## src/rtl/sr_guard_pkg.sv

```systemverilog
package sr_guard_pkg;
  localparam int SB_WPEN = 7;
  localparam int SB_IDS  = 6;
  localparam int SB_ZERO = 5;
  localparam int SB_LOCK = 4;
  localparam int SB_PC1  = 3;
  localparam int SB_PC0  = 2;
  localparam int SB_WEL  = 1;
  localparam int SB_RDY  = 0;

  // Fields that a status write may touch.
  typedef struct packed {
    logic       arm;
    logic       ids;
    logic       lock;
    logic [1:0] pcode;
  } sr_wfields_t;

  // Merge a requested field set into the current one.
  function automatic sr_wfields_t sr_apply(input sr_wfields_t cur,
                                           input sr_wfields_t req);
    sr_wfields_t res;
    res       = cur;
    res.arm   = req.arm;
    res.pcode = req.pcode;
    if (!(req.ids && req.lock)) begin
      res.ids  = req.ids;
      res.lock = cur.lock | req.lock;
    end
    return res;
  endfunction
endpackage

```

## src/rtl/sr_range_dec.sv

```systemverilog
module sr_range_dec #(
  parameter int AW = 14
) (
  input  logic [1:0]    pcode,
  input  logic [AW-1:0] addr,
  output logic          hit
);
  localparam logic [AW-1:0] QTR_BASE  = AW'(3) << (AW - 2);
  localparam logic [AW-1:0] HALF_BASE = AW'(1) << (AW - 1);

  always_comb begin
    unique case (pcode)
      2'b00:   hit = 1'b0;
      2'b01:   hit = (addr >= QTR_BASE);
      2'b10:   hit = (addr >= HALF_BASE);
      default: hit = 1'b1;
    endcase
  end
endmodule

```

## src/rtl/sr_stw_track.sv

```systemverilog
module sr_stw_track
  import sr_guard_pkg::*;
(
  input  logic        clk,
  input  logic        rst,
  input  logic        load,
  input  sr_wfields_t load_val,
  input  logic        sess_open,
  input  logic        hwlock,
  output logic        commit,
  output sr_wfields_t held
);
  logic pend_q;

  assign commit = pend_q & ~sess_open & ~hwlock;

  always_ff @(posedge clk) begin
    if (rst) begin
      pend_q <= 1'b0;
      held   <= '0;
    end else begin
      if (hwlock || (pend_q && !sess_open)) pend_q <= 1'b0;
      if (load) begin
        pend_q <= 1'b1;
        held   <= load_val;
      end
    end
  end
endmodule

```

## src/rtl/sr_guard.sv

```systemverilog
module sr_guard
  import sr_guard_pkg::*;
#(
  parameter int         AW        = 14,
  parameter logic       INIT_ARM  = 1'b0,
  parameter logic [1:0] INIT_PC   = 2'b00,
  parameter logic       INIT_LOCK = 1'b0
) (
  input  logic          clk,
  input  logic          rst,
  input  logic          guard_n,
  input  logic          sess_open,
  input  logic          wen_set,
  input  logic          wen_clr,
  input  logic          busy,
  input  logic          stw_req,
  input  logic [7:0]    stw_data,
  input  logic          op_done,
  input  logic [AW-1:0] wr_addr,
  output logic [7:0]    status,
  output logic          arr_wr_ok,
  output logic          stw_ok,
  output logic          stw_go
);
  sr_wfields_t fld_q, held, req_f;
  logic wel_q, rdy_q;
  logic hwlock, sw_permit, load, commit, prot_hit, id_ok, arr_permit;
  logic unused_bits;

  assign unused_bits = ^{stw_data[SB_ZERO], stw_data[SB_WEL], stw_data[SB_RDY]};

  assign req_f.arm   = stw_data[SB_WPEN];
  assign req_f.ids   = stw_data[SB_IDS];
  assign req_f.lock  = stw_data[SB_LOCK];
  assign req_f.pcode = stw_data[SB_PC1:SB_PC0];

  assign hwlock     = fld_q.arm & ~guard_n;
  assign sw_permit  = wel_q & ~busy & ~hwlock;
  assign load       = stw_req & sw_permit;
  assign id_ok      = ~fld_q.lock & (fld_q.pcode != 2'b11);
  assign arr_permit = wel_q & ~busy & ~prot_hit & (~fld_q.ids | id_ok);

  sr_range_dec #(.AW(AW)) i_range (
    .pcode (fld_q.pcode),
    .addr  (wr_addr),
    .hit   (prot_hit)
  );

  sr_stw_track i_track (
    .clk       (clk),
    .rst       (rst),
    .load      (load),
    .load_val  (req_f),
    .sess_open (sess_open),
    .hwlock    (hwlock),
    .commit    (commit),
    .held      (held)
  );

  always_ff @(posedge clk) begin
    if (rst) begin
      fld_q.arm   <= INIT_ARM;
      fld_q.ids   <= 1'b0;
      fld_q.lock  <= INIT_LOCK;
      fld_q.pcode <= INIT_PC;
      wel_q       <= 1'b0;
      rdy_q       <= 1'b0;
      arr_wr_ok   <= 1'b0;
      stw_ok      <= 1'b0;
      stw_go      <= 1'b0;
    end else begin
      rdy_q <= busy;
      if (rdy_q && !busy)  wel_q <= 1'b0;
      else if (!busy) begin
        if (wen_clr)       wel_q <= 1'b0;
        else if (wen_set)  wel_q <= 1'b1;
      end
      if (commit)          fld_q <= sr_apply(fld_q, held);
      else if (op_done)    fld_q.ids <= 1'b0;
      stw_go    <= commit;
      arr_wr_ok <= arr_permit;
      stw_ok    <= sw_permit;
    end
  end

  always_comb begin
    status          = '0;
    status[SB_WPEN] = fld_q.arm;
    status[SB_IDS]  = fld_q.ids;
    status[SB_LOCK] = fld_q.lock;
    status[SB_PC1:SB_PC0] = fld_q.pcode;
    status[SB_WEL]  = wel_q;
    status[SB_RDY]  = rdy_q;
  end
endmodule

```

## config.mk

```make
export PLATFORM = sky130hd
export DESIGN_NAME = sr_guard
export DESIGN_NICKNAME = d
export VERILOG_FILES = /design/src/rtl/sr_guard_pkg.sv /design/src/rtl/sr_range_dec.sv /design/src/rtl/sr_stw_track.sv /design/src/rtl/sr_guard.sv
export SDC_FILE = /design/constraint.sdc
export NUM_CORES = 1
export LEC_CHECK = 0
export BUFFER_PORTS_ARGS = -buffer_cell sky130_fd_sc_hd__buf_4
export CAP_MARGIN = 5
export CORE_MARGIN = 5
export CORE_UTILIZATION = 37
export DETAILED_ROUTE_END_ITERATION = 10
export GPL_TIMING_DRIVEN = 0
export HOLD_SLACK_MARGIN = 0.1
export MAX_ROUTING_LAYER = met4
export PLACE_DENSITY_LB_ADDON = 0.2
export SETUP_SLACK_MARGIN = 0.02
export SLEW_MARGIN = 20
export SYNTH_ARGS = -nofsm -noshare
export SYNTH_HDL_FRONTEND = slang
export SYNTH_SLANG_ARGS = --single-unit
```

## constraint.sdc

```tcl
create_clock -name clk -period 0.9 [get_ports clk]
set_input_delay 0.09 -clock clk [delete_from_list [all_inputs] [get_ports clk]]
set_output_delay 0.09 -clock clk [all_outputs]
set_load 0.02 [all_outputs]
```

Yosys cells after proc, flatten, opt, wreduce, memory -nomap -nowiden --
Index checks and enable logic that the tools add are counted.
Word-level totals: output and inout port bits 11, flip-flop bits (word level) 16, logic and storage cells 61, input bits 31
Operators by class: multiplexer cells 8, equal/unequal tests 4, magnitude comparators 2, bitwise gates (word level) 19, reductions and logical operators 14
Operator list (count):
- $ge A14 B14 Y1 const B | 2
- $and A1 B1 Y1 | 9
- $not A1 Y1 | 8
- $mux W1 | 6
- $reduce_and A2 Y1 | 3
- $reduce_bool A2 Y1 | 3
- $ne A2 B2 Y1 const B | 2
- $logic_and A1 B1 Y1 | 3
- $pmux W1 S3 | 1
- $eq A2 B1 Y1 const B | 1
- $eq A2 B2 Y1 const B | 1
- $logic_not A1 Y1 | 2
- $logic_not A2 Y1 | 1
- $mux W2 | 1
- $or A1 B1 Y1 | 2
- $reduce_or A2 Y1 | 1
- $logic_or A1 B1 Y1 | 1

Depth between registers and ports, before layout --
Gate-level depths: netlist of run 1.
depth after elaboration 6, mapped depth 4, depth with buffers taken out 3

Cells and area by module --
Synthesis of run 1 repeated with hierarchy kept, for this count alone.
Unflattened totals: cells, all modules 65, area, all modules 653.1 um^2
Modules (own cells, without submodules):
- sr_guard | cells an instance 41, seq. area each 200.2 um^2, area an instance 415.4 um^2, times used 1
- sr_stw_track | cells an instance 21, seq. area each 120.1 um^2, area an instance 224.0 um^2, times used 1
- sr_range_dec | cells an instance 3, seq. area each 0.0 um^2, area an instance 13.8 um^2, times used 1

Least setup slack after synthesis of run 1 --
OpenSTA, ideal clock, no wires.
path kind flip-flop to flip-flop, from register fld_q, in the netlist status[7], to register i_track.held[0] (netlist name), arrival time 985 ps, slack -203 ps, path buffers 1, clock period less this slack 1103 ps, cell stages (with the launch flop) 5, required time 782 ps, library setup time 118 ps, cell sequence dfxtp_1 > nand2b_4 > and3_4 > buf_6 > mux2i_1
On the way: cells in the longest elaborated chain, start to end 4
Ends and longest elaborated chain:
- start, declared | line sr_guard.sv:25 | sr_wfields_t fld_q, held, req_f;
- start signal, assigned | line sr_guard.sv:78 | if (commit) fld_q <= sr_apply(fld_q, held);
- $and A1 B1 Y1 | line sr_guard.sv:37 | assign hwlock = fld_q.arm & ~guard_n;
- $not A1 Y1 | line sr_guard.sv:38 | assign sw_permit = wel_q & ~busy & ~hwlock;
- $and A1 B1 Y1 | line sr_guard.sv:38
- $and A1 B1 Y1 | line sr_guard.sv:39 | assign load = stw_req & sw_permit;
No other way between the ends. A chain may end at the register's enable or synchronous reset.

Final worst setup path of run 1 --
from register wel_q, to register i_track.held[0] (netlist name)
On the way: cells in the longest elaborated chain, start to end 3
Ends and longest elaborated chain:
- start, declared | line sr_guard.sv:26 | logic wel_q, rdy_q;
- start signal, assigned | line sr_guard.sv:66 | wel_q <= 1'b0;
- start signal, assigned | line sr_guard.sv:73 | if (rdy_q && !busy) wel_q <= 1'b0;
- start signal, assigned | line sr_guard.sv:75 | if (wen_clr) wel_q <= 1'b0;
- $and A1 B1 Y1 (2 in a row) | line sr_guard.sv:38
- $and A1 B1 Y1 | line sr_guard.sv:39
No other way between the ends.

==> results.yml, run 1 <==
logic_synthesis:
  yosys-top-cells-area: "dfxtp_1 (45%), mux2i_1 (7.0%), nand2b_1 (6.1%)"
  synth_top_cell_area_share_pct: 44.8
  synth_edf_count: 0
  syn_avg_cell_area_sq_um: 9.28
  synth_most_common_cell: "dfxtp_1"
  ys_seq_area_share_pct: 44.8
  ys_ff_latch: 16
  ys_warn_count: 0
  yosys.area.top_type: "dfxtp_1"
  async_reset_ff_share_pct: 0
  syn_nets: 108
  syn_area_sq_um: 714
  netlist_top_cells_count: "dfxtp_1 (16), nand2b_1 (7)"
  yosysUniqueCellTypes: 25
  syn-instance-count: 77
  yosys_most_used_dff: "dfxtp_1"
global_route:
  grtUsageTotal_pct: 13.8
  antenna_found_initial: 0
  grt_pass1_vias: 659
  grt_first_pass_wirelength_um: 2680
  grt_start_max_net_pins: 11
  gr-total-overflow: 0
clock_network:
  clockRootBuffer: "clkbuf_4"
  clk_path_buf_depth: 2
  path_clk_slew_ns: 0.10
  clkLatencyLatePin_ns: 0.29
  htree_levels: 1
  cts_made_buffers: 3
  cts.sinks: 16
  tritoncts: "done"
sta:
  max_freq_ghz: 1.01
  period_share_pct: 110
  finClkSkew_ns: 0.00350
  hold_violations: 0
  drv_slew: 0
  finalWorstSetupSlack_ns: -0.0919
  period_minus_slack_ns: 0.992
  rsz0062_at_grt: "yes"
  setup_tns_ns: -0.649
  setup_violations: 11
worst_setup_path:
  critPathBufInv: 0
  start_kind: "flop"
  path_class: "reg2reg"
  end_kind: "flop"
  critical-path-top-delay-family: "simple AND/OR/NAND/NOR gates"
  cp_cell_sequence: "nor2b_4 -> and3_4 -> mux2i_1"
  cp_data_required_time_ns: 1.12
  critPathMaxFanout: 5
  worstPathArrival_ns: 1.21
  slowest_stage: "dfxtp_2"
  max_stage_delay_ns: 0.35
placement:
  dp_cells: 127
  gp_congestion: 0.715
  io_buffers: 25
  dpl_cell_area_sq_um: 945
  place_ws_ns: -0.128
  hpwl_um: 1100
status:
  violations: "setup timing"
  status: "finished, violations left"
layout:
  syn_to_final_growth_pct: 65.8
  nets: 151
  fin_area_sq_um: 1180
  stdcell_count: 144
  antenna_cells: 0
  drive_above_1_share_pct: 46.2
die:
  std_cell_rows: 15
  die_x_um: 53.9
  core_area_sq_um: 1780
  start_util_pct: 40.1
  pin_count: 42
  die_h_um: 53.9
  die-area_sq_um: 2910
routing:
  drt-total-wl_um: 1730
  wl_per_cell_um: 12.0
  drc: 0
  vias: 672
  firstDrtPassIters: 3
  vias_per_cell: 4.67
  drtIter0Drc: 4
  ant_nets: 0
flow_run:
  max_cap_violations: 0
power:
  total_power_mw: 1.39
  power_density_nw_per_um2: 1170
  peakVddDrop_v: 0.000692
  leakage_nw: 0.481
hold_path:
  min_path_type: "in2reg"
[timing repair]
item | CTS | global route
buffers inserted | 3 | 2
hold buffers | 10 | 0
endpoints found under the hold margin | 10 | 0
gates resized for setup | 14 | 10
endpoints found under the setup margin | 16 | 19
pin swaps | 1 | 0
[flip-flops by register name (all words and copies together) (netlist names)]
name            flops
status              5
wel_q               1
stw_go              1
stw_ok              1
rdy_q               1
i_track.held        5
arr_wr_ok           1
i_track.pend_q      1
[where the power goes]
part | leakage [nW] | internal [mW] | switching, mW
Sequential | 0.134 | 0.710 | 0.00641
Clock | 0.0210 | 0.246 | 0.230
Combinational | 0.326 | 0.123 | 0.0709
[path summary, 6_finish.rpt]
kind / start / slack (ns) / cells past startpoint / endpoint
worst min-delay path: wr_addr[13] / 0.12 / 4 / arr_wr_ok
worst min register to register: i_track.held[4] / 0.47 / 2 / status[7]
worst max register to register: wel_q / -0.09 / 3 / i_track.held[0]
worst max-delay path: wel_q / -0.09 / 3 / i_track.held[0]
[per-layer routing]
metal	global-route usage (%)	share of wire, %	vias up
met5	-	0	-
met4	8.94	2.3	0
met3	3.32	3.8	4
met2	23.6	51	17
met1	13.9	42	307
li1	-	-	344
[cells by family (layout without fill, tap and decap cells)]
logic type      Yosys count  count (layout)  synth area share, %
other cells               1               1                0.525
mux                       5               5                 7.01
flops                    16              16                 44.8
compound gates           14              14                 11.7
simple gates             32              32                 28.5
buf+inv                   9              51                 7.36
[metrics by stage]
step,utilization (%),hold WS (ns)
6_report,66.5,0.116
5_1_grt,66.5,0.114
4_1_cts,63.4,0.0722
3_5_place_dp,53.0,0.363
3_3_place_gp,53.0,0.362
2_1_floorplan,-,0.218
[worst min-delay path, stage by stage]
cell and delay (ns):
buf_4 0.08, o21ai_1 0.05, nand2_1 0.10, a2111oi_4 0.04
[area by class of cell]
cell class | count | area (sq um)
Buffer | 4 | 22.5
Clock buffer | 4 | 36.3
Fill cell | 157 | 598
Inverter | 3 | 11.3
Multi-Input combinational cell | 52 | 390
Sequential cell | 16 | 338
Tap cell | 25 | 31.3
Timing Repair Buffer | 40 | 355
[cell usage in the layout, fill, tap and decap left out]
master,netlist,layout
inv_1,3,3
a21oi_2,0,1
a41oi_2,0,1
dfxtp_2,0,5
and3_4,1,1
dfxtp_4,0,3
o22ai_1,1,1
clkbuf_4,0,3
clkbuf_1,2,2
dlygate4sd3_1,0,10
a2111oi_4,0,1
buf_4,3,24
o21ai_1,0,4
nor3_1,2,2
a21oi_1,5,4
clkbuf_8,0,1
nor2b_1,3,3
o21ai_2,0,1
o2111ai_1,1,1
or2b_1,5,5
mux2i_1,5,5
nor2b_4,0,1
nor2_1,3,3
nand2_1,2,2
buf_6,1,8
nand2b_2,0,1
conb_1,1,1
nand3_1,5,5
and2b_2,1,2
nand2b_4,1,2
dfxtp_1,16,8
nand2b_1,7,5
(Power assumes the default switching activity.)
==> run 2: changes to the inputs <==
REMOVE_ABC_BUFFERS = 1   (was unset)
clock period = 0.8 ns   (was 0.9 ns; I/O delays follow)
==> results.yml, run 2 (synthesis results as in run 1) <==
flow_run:
  max_cap_violations: 0
sta:
  setup_tns_ns: -1.99
  finClkSkew_ns: 0.00212
  rsz0062_at_grt: "yes"
  max_freq_ghz: 1.02
  setup_violations: 22
  hold_violations: 0
  period_minus_slack_ns: 0.979
  drv_slew: 0
  period_share_pct: 122
  finalWorstSetupSlack_ns: -0.179
routing:
  drt-total-wl_um: 1660
  drc: 0
  wl_met3_um: 85
  vias_per_cell: 4.54
  ant_nets: 0
  top_layer: "met4"
  drtIter0Drc: 0
  dr_wl_met2_um: 876
  vias: 627
  firstDrtPassIters: 1
  wl_per_cell_um: 12.0
  m1WireLength_um: 692
clock_network:
  cts_hold_buffers: 8
  cts.sinks: 16
  clkLatencyLatePin_ns: 0.28
  clockRootBuffer: "clkbuf_4"
  htree_levels: 1
  cts_made_buffers: 3
  tritoncts: "done"
  path_clk_slew_ns: 0.09
  clk_path_buf_depth: 2
worst_setup_path:
  slowest_stage: "dfxtp_2"
  worstPathArrival_ns: 1.19
  path_class: "reg2reg"
  cp_cell_sequence: "nor2b_4 -> and3_4 -> mux2i_1"
  cp_data_required_time_ns: 1.01
  start_kind: "flop"
  critPathMaxFanout: 5
  end_kind: "flop"
  max_stage_delay_ns: 0.34
hold_path:
  min_path_type: "in2reg"
power:
  peakVddDrop_v: 0.00122
  total_power_mw: 1.52
  power_density_nw_per_um2: 1300
  leakage_nw: 0.468
die:
  pin_count: 42
  die_x_um: 53.9
  std_cell_rows: 15
  die-area_sq_um: 2910
  start_util_pct: 40.1
  die_h_um: 53.9
  core_area_sq_um: 1780
layout:
  syn_to_final_growth_pct: 64.3
  finalCoreUtilization_pct: 65.8
  n_fill_cell: 155
  layout_common_cells: "buf_4 (20), buf_6 (10), dlygate4sd3_1 (8)"
  multi_input_area_sq_um: 408
  nets: 145
  drive_above_1_share_pct: 55.8
  ff_latch_area_sq_um: 344
  final_common_cell: "buf_4"
  antenna_cells: 0
global_route:
  grt_start_max_net_pins: 22
  grt_first_pass_wirelength_um: 2570
  gr-total-overflow: 0
  grt_pass1_vias: 596
  antenna_found_initial: 0
  grtUsageTotal_pct: 12.6
placement:
  gp_congestion: 0.704
  hpwl_um: 1060
  io_buffers: 25
status:
  violations: "setup timing"
  status: "finished, violations left"
## run 2: cell types whose count changed in the layout (fill, tap and decap cells not counted), sizes merged
cell / delta
buf: -2
dlygate4sd3: -2
clkbuf: -2
## run 2: critical path: cells and delay by family (launching register included)
| kind | cells | cell delay [ns] |
|---|---|---|
| muxes | 1 | 0.19 |
| DFF | 1 | 0.34 |
| and+or+nand+nor | 2 | 0.39 |
## run 2: report_power, final
group	switching, mW	internal, mW	total [mW]
Combinational	0.0788	0.127	0.206
Clock	0.237	0.277	0.514
Sequential	0.00708	0.796	0.803
## run 2: metal layers
layer,global-route usage (%),up-vias
li1,-,328
met5,-,-
met1,15.2,279
met2,20.0,18
met3,4.16,2
met4,3.83,0
## run 2: final timing paths
| path | start | to | slack (ns) | depth (start not counted) |
|---|---|---|---|---|
| hold reg to reg | i_track.held[4] | status[7] | 0.46 | 2 |
| hold / removal | op_done | status[6] | 0.06 | 4 |
| setup / recovery | wel_q | i_track.held[2] | -0.18 | 3 |
| setup reg to reg | wel_q | i_track.held[2] | -0.18 | 3 |
## run 2: layout make-up
type,count,share of cell area [%]
inverter,3,0.959
multi-input combinational,52,34.8
sequential,16,29.3
tap,25,2.67
clock buffer,4,3.09
timing repair buffer,38,29.2
## run 2: stage by stage
stage / hold WS [ns] / worst slack, ns / area [sq um] / cells
4_1_cts: 0.0500 / -0.171 / 1100 / 136
3_5_place_dp: 0.346 / -0.261 / 892 / 121
5_1_grt: 0.0404 / -0.267 / 1170 / 138
2_1_floorplan: 0.149 / -0.307 / 673 / 71
6_report: 0.0606 / -0.179 / 1170 / 138
3_3_place_gp: 0.341 / -0.215 / 892 / 121
## run 2: what timing repair did
action / 4_1_cts / 5_1_grt
setup endpoints to repair: 24 / 25
gates resized for setup: 28 / 17
endpoints found under the hold margin: 13 / 5
pin swaps: 2 / 11
gates cloned: 0 / 0
buffers inserted: 3 / 2
==> run 3: changes to the inputs <==
MAX_ROUTING_LAYER = unset   (was met4)
==> results.yml, run 3 (synthesis results as in run 1) <==
placement:
  hpwl_um: 1060
  dp_cells: 121
  io_buffers: 25
  dpl_cell_area_sq_um: 892
  gp_congestion: 0.696
  place_ws_ns: -0.261
clock_network:
  cts_hold_buffers: 8
  clkLatencyLatePin_ns: 0.28
  clk_path_buf_depth: 2
  clockRootBuffer: "clkbuf_4"
  path_clk_slew_ns: 0.09
  htree_levels: 1
  cts_made_buffers: 3
  cts.sinks: 16
  tritoncts: "done"
worst_setup_path:
  cp_cell_sequence: "nor2b_4 -> and3_4 -> mux2i_1"
  worstPathArrival_ns: 1.19
  end_kind: "flop"
  r2r_start: "wel_q"
  critPathMaxFanout: 5
  max_stage_delay_ns: 0.34
  start_kind: "flop"
  cp_data_required_time_ns: 1.01
  critical-path-top-delay-family: "simple AND/OR/NAND/NOR gates"
  slowest_stage: "dfxtp_2"
  critPathBufInv: 0
  path_class: "reg2reg"
  setup.worst_path.start: "wel_q"
global_route:
  gr-total-overflow: 0
  grt_first_pass_wirelength_um: 2570
  grt_pass1_vias: 600
  antenna_found_initial: 0
  grt_start_max_net_pins: 22
  grtUsageTotal_pct: 12.3
layout:
  n_fill_cell: 155
  drive_above_1_share_pct: 55.8
  stdcell_count: 138
  nets: 145
  finalCoreUtilization_pct: 65.8
  ff_latch_area_sq_um: 344
  final_common_cell: "buf_4"
  multi_input_area_sq_um: 408
  syn_to_final_growth_pct: 64.3
  antenna_cells: 0
  layout_common_cells: "buf_4 (20), buf_6 (10), dlygate4sd3_1 (8)"
  fin_area_sq_um: 1170
routing:
  drc: 0
  vias_per_cell: 4.54
  vias: 627
  wl_per_cell_um: 12.0
  drtIter0Drc: 0
  drt-total-wl_um: 1660
  firstDrtPassIters: 1
  ant_nets: 0
power:
  peakVddDrop_v: 0.00122
  total_power_mw: 1.52
  leakage_nw: 0.468
  power_density_nw_per_um2: 1300
sta:
  drv_slew: 0
  max_freq_ghz: 1.02
  setup_tns_ns: -1.99
  finalWorstSetupSlack_ns: -0.179
  hold_slack_ns: 0.0603
  hold_violations: 0
  setup_violations: 22
  rsz0062_at_grt: "yes"
  period_share_pct: 122
  period_minus_slack_ns: 0.979
  finClkSkew_ns: 0.00212
status:
  status: "finished, violations left"
  violations: "setup timing"
die:
  pin_count: 42
  die-area_sq_um: 2910
  core_area_sq_um: 1780
  start_util_pct: 40.1
  std_cell_rows: 15
  die_h_um: 53.9
  die_x_um: 53.9
hold_path:
  min_path_type: "in2reg"
  hp-start: "op_done"
flow_run:
  max_cap_violations: 0
run 3: cell counts in the layout (fill, tap and decap cells not counted):
No cell type changed its count.
run 3: final cells by class:
cell class | instances | area share [%]
inverters | 3 | 0.959
clock buffers | 4 | 3.09
repair buffers | 38 | 29.2
well taps | 25 | 2.67
multi-input cells | 52 | 34.8
flip-flops and latches | 16 | 29.3
run 3: worst register-to-register path, stage by stage, from the launching register on:
cell and delay (ns):
dfxtp_2 0.34, nor2b_4 0.14, and3_4 0.25, mux2i_1 0.19
run 3: repair_timing:
item	4_1_cts	5_1_grt
buffers inserted	3	2
pin swaps	2	11
endpoints found under the hold margin	13	5
gates cloned	0	0
resized for setup	28	17
endpoints found under the setup margin	24	25
run 3: metal layers:
layer / wire length [um] / share of wire (%) / vias up / GRT usage [%]
li1: - / - / 328 / -
met1: 692 / 42 / 279 / 15.2
met2: 874 / 53 / 18 / 20.0
met3: 86 / 5.2 / 2 / 4.16
met4: 8 / 0.48 / 0 / 3.83
met5: 0 / 0 / - / 0
run 3: worst paths after layout:
path,to,slack [ns],depth (start not counted)
worst max-delay path,i_track.held[2],-0.18,3
worst min-delay path,status[6],0.06,4
worst max register to register,i_track.held[2],-0.18,3
worst min register to register,status[7],0.46,2
run 3: power breakdown:
group,internal [mW],leakage (nW),switching [mW]
sequential,0.796,0.136,0.00708
combinational,0.127,0.311,0.0788
clock,0.277,0.0210,0.238
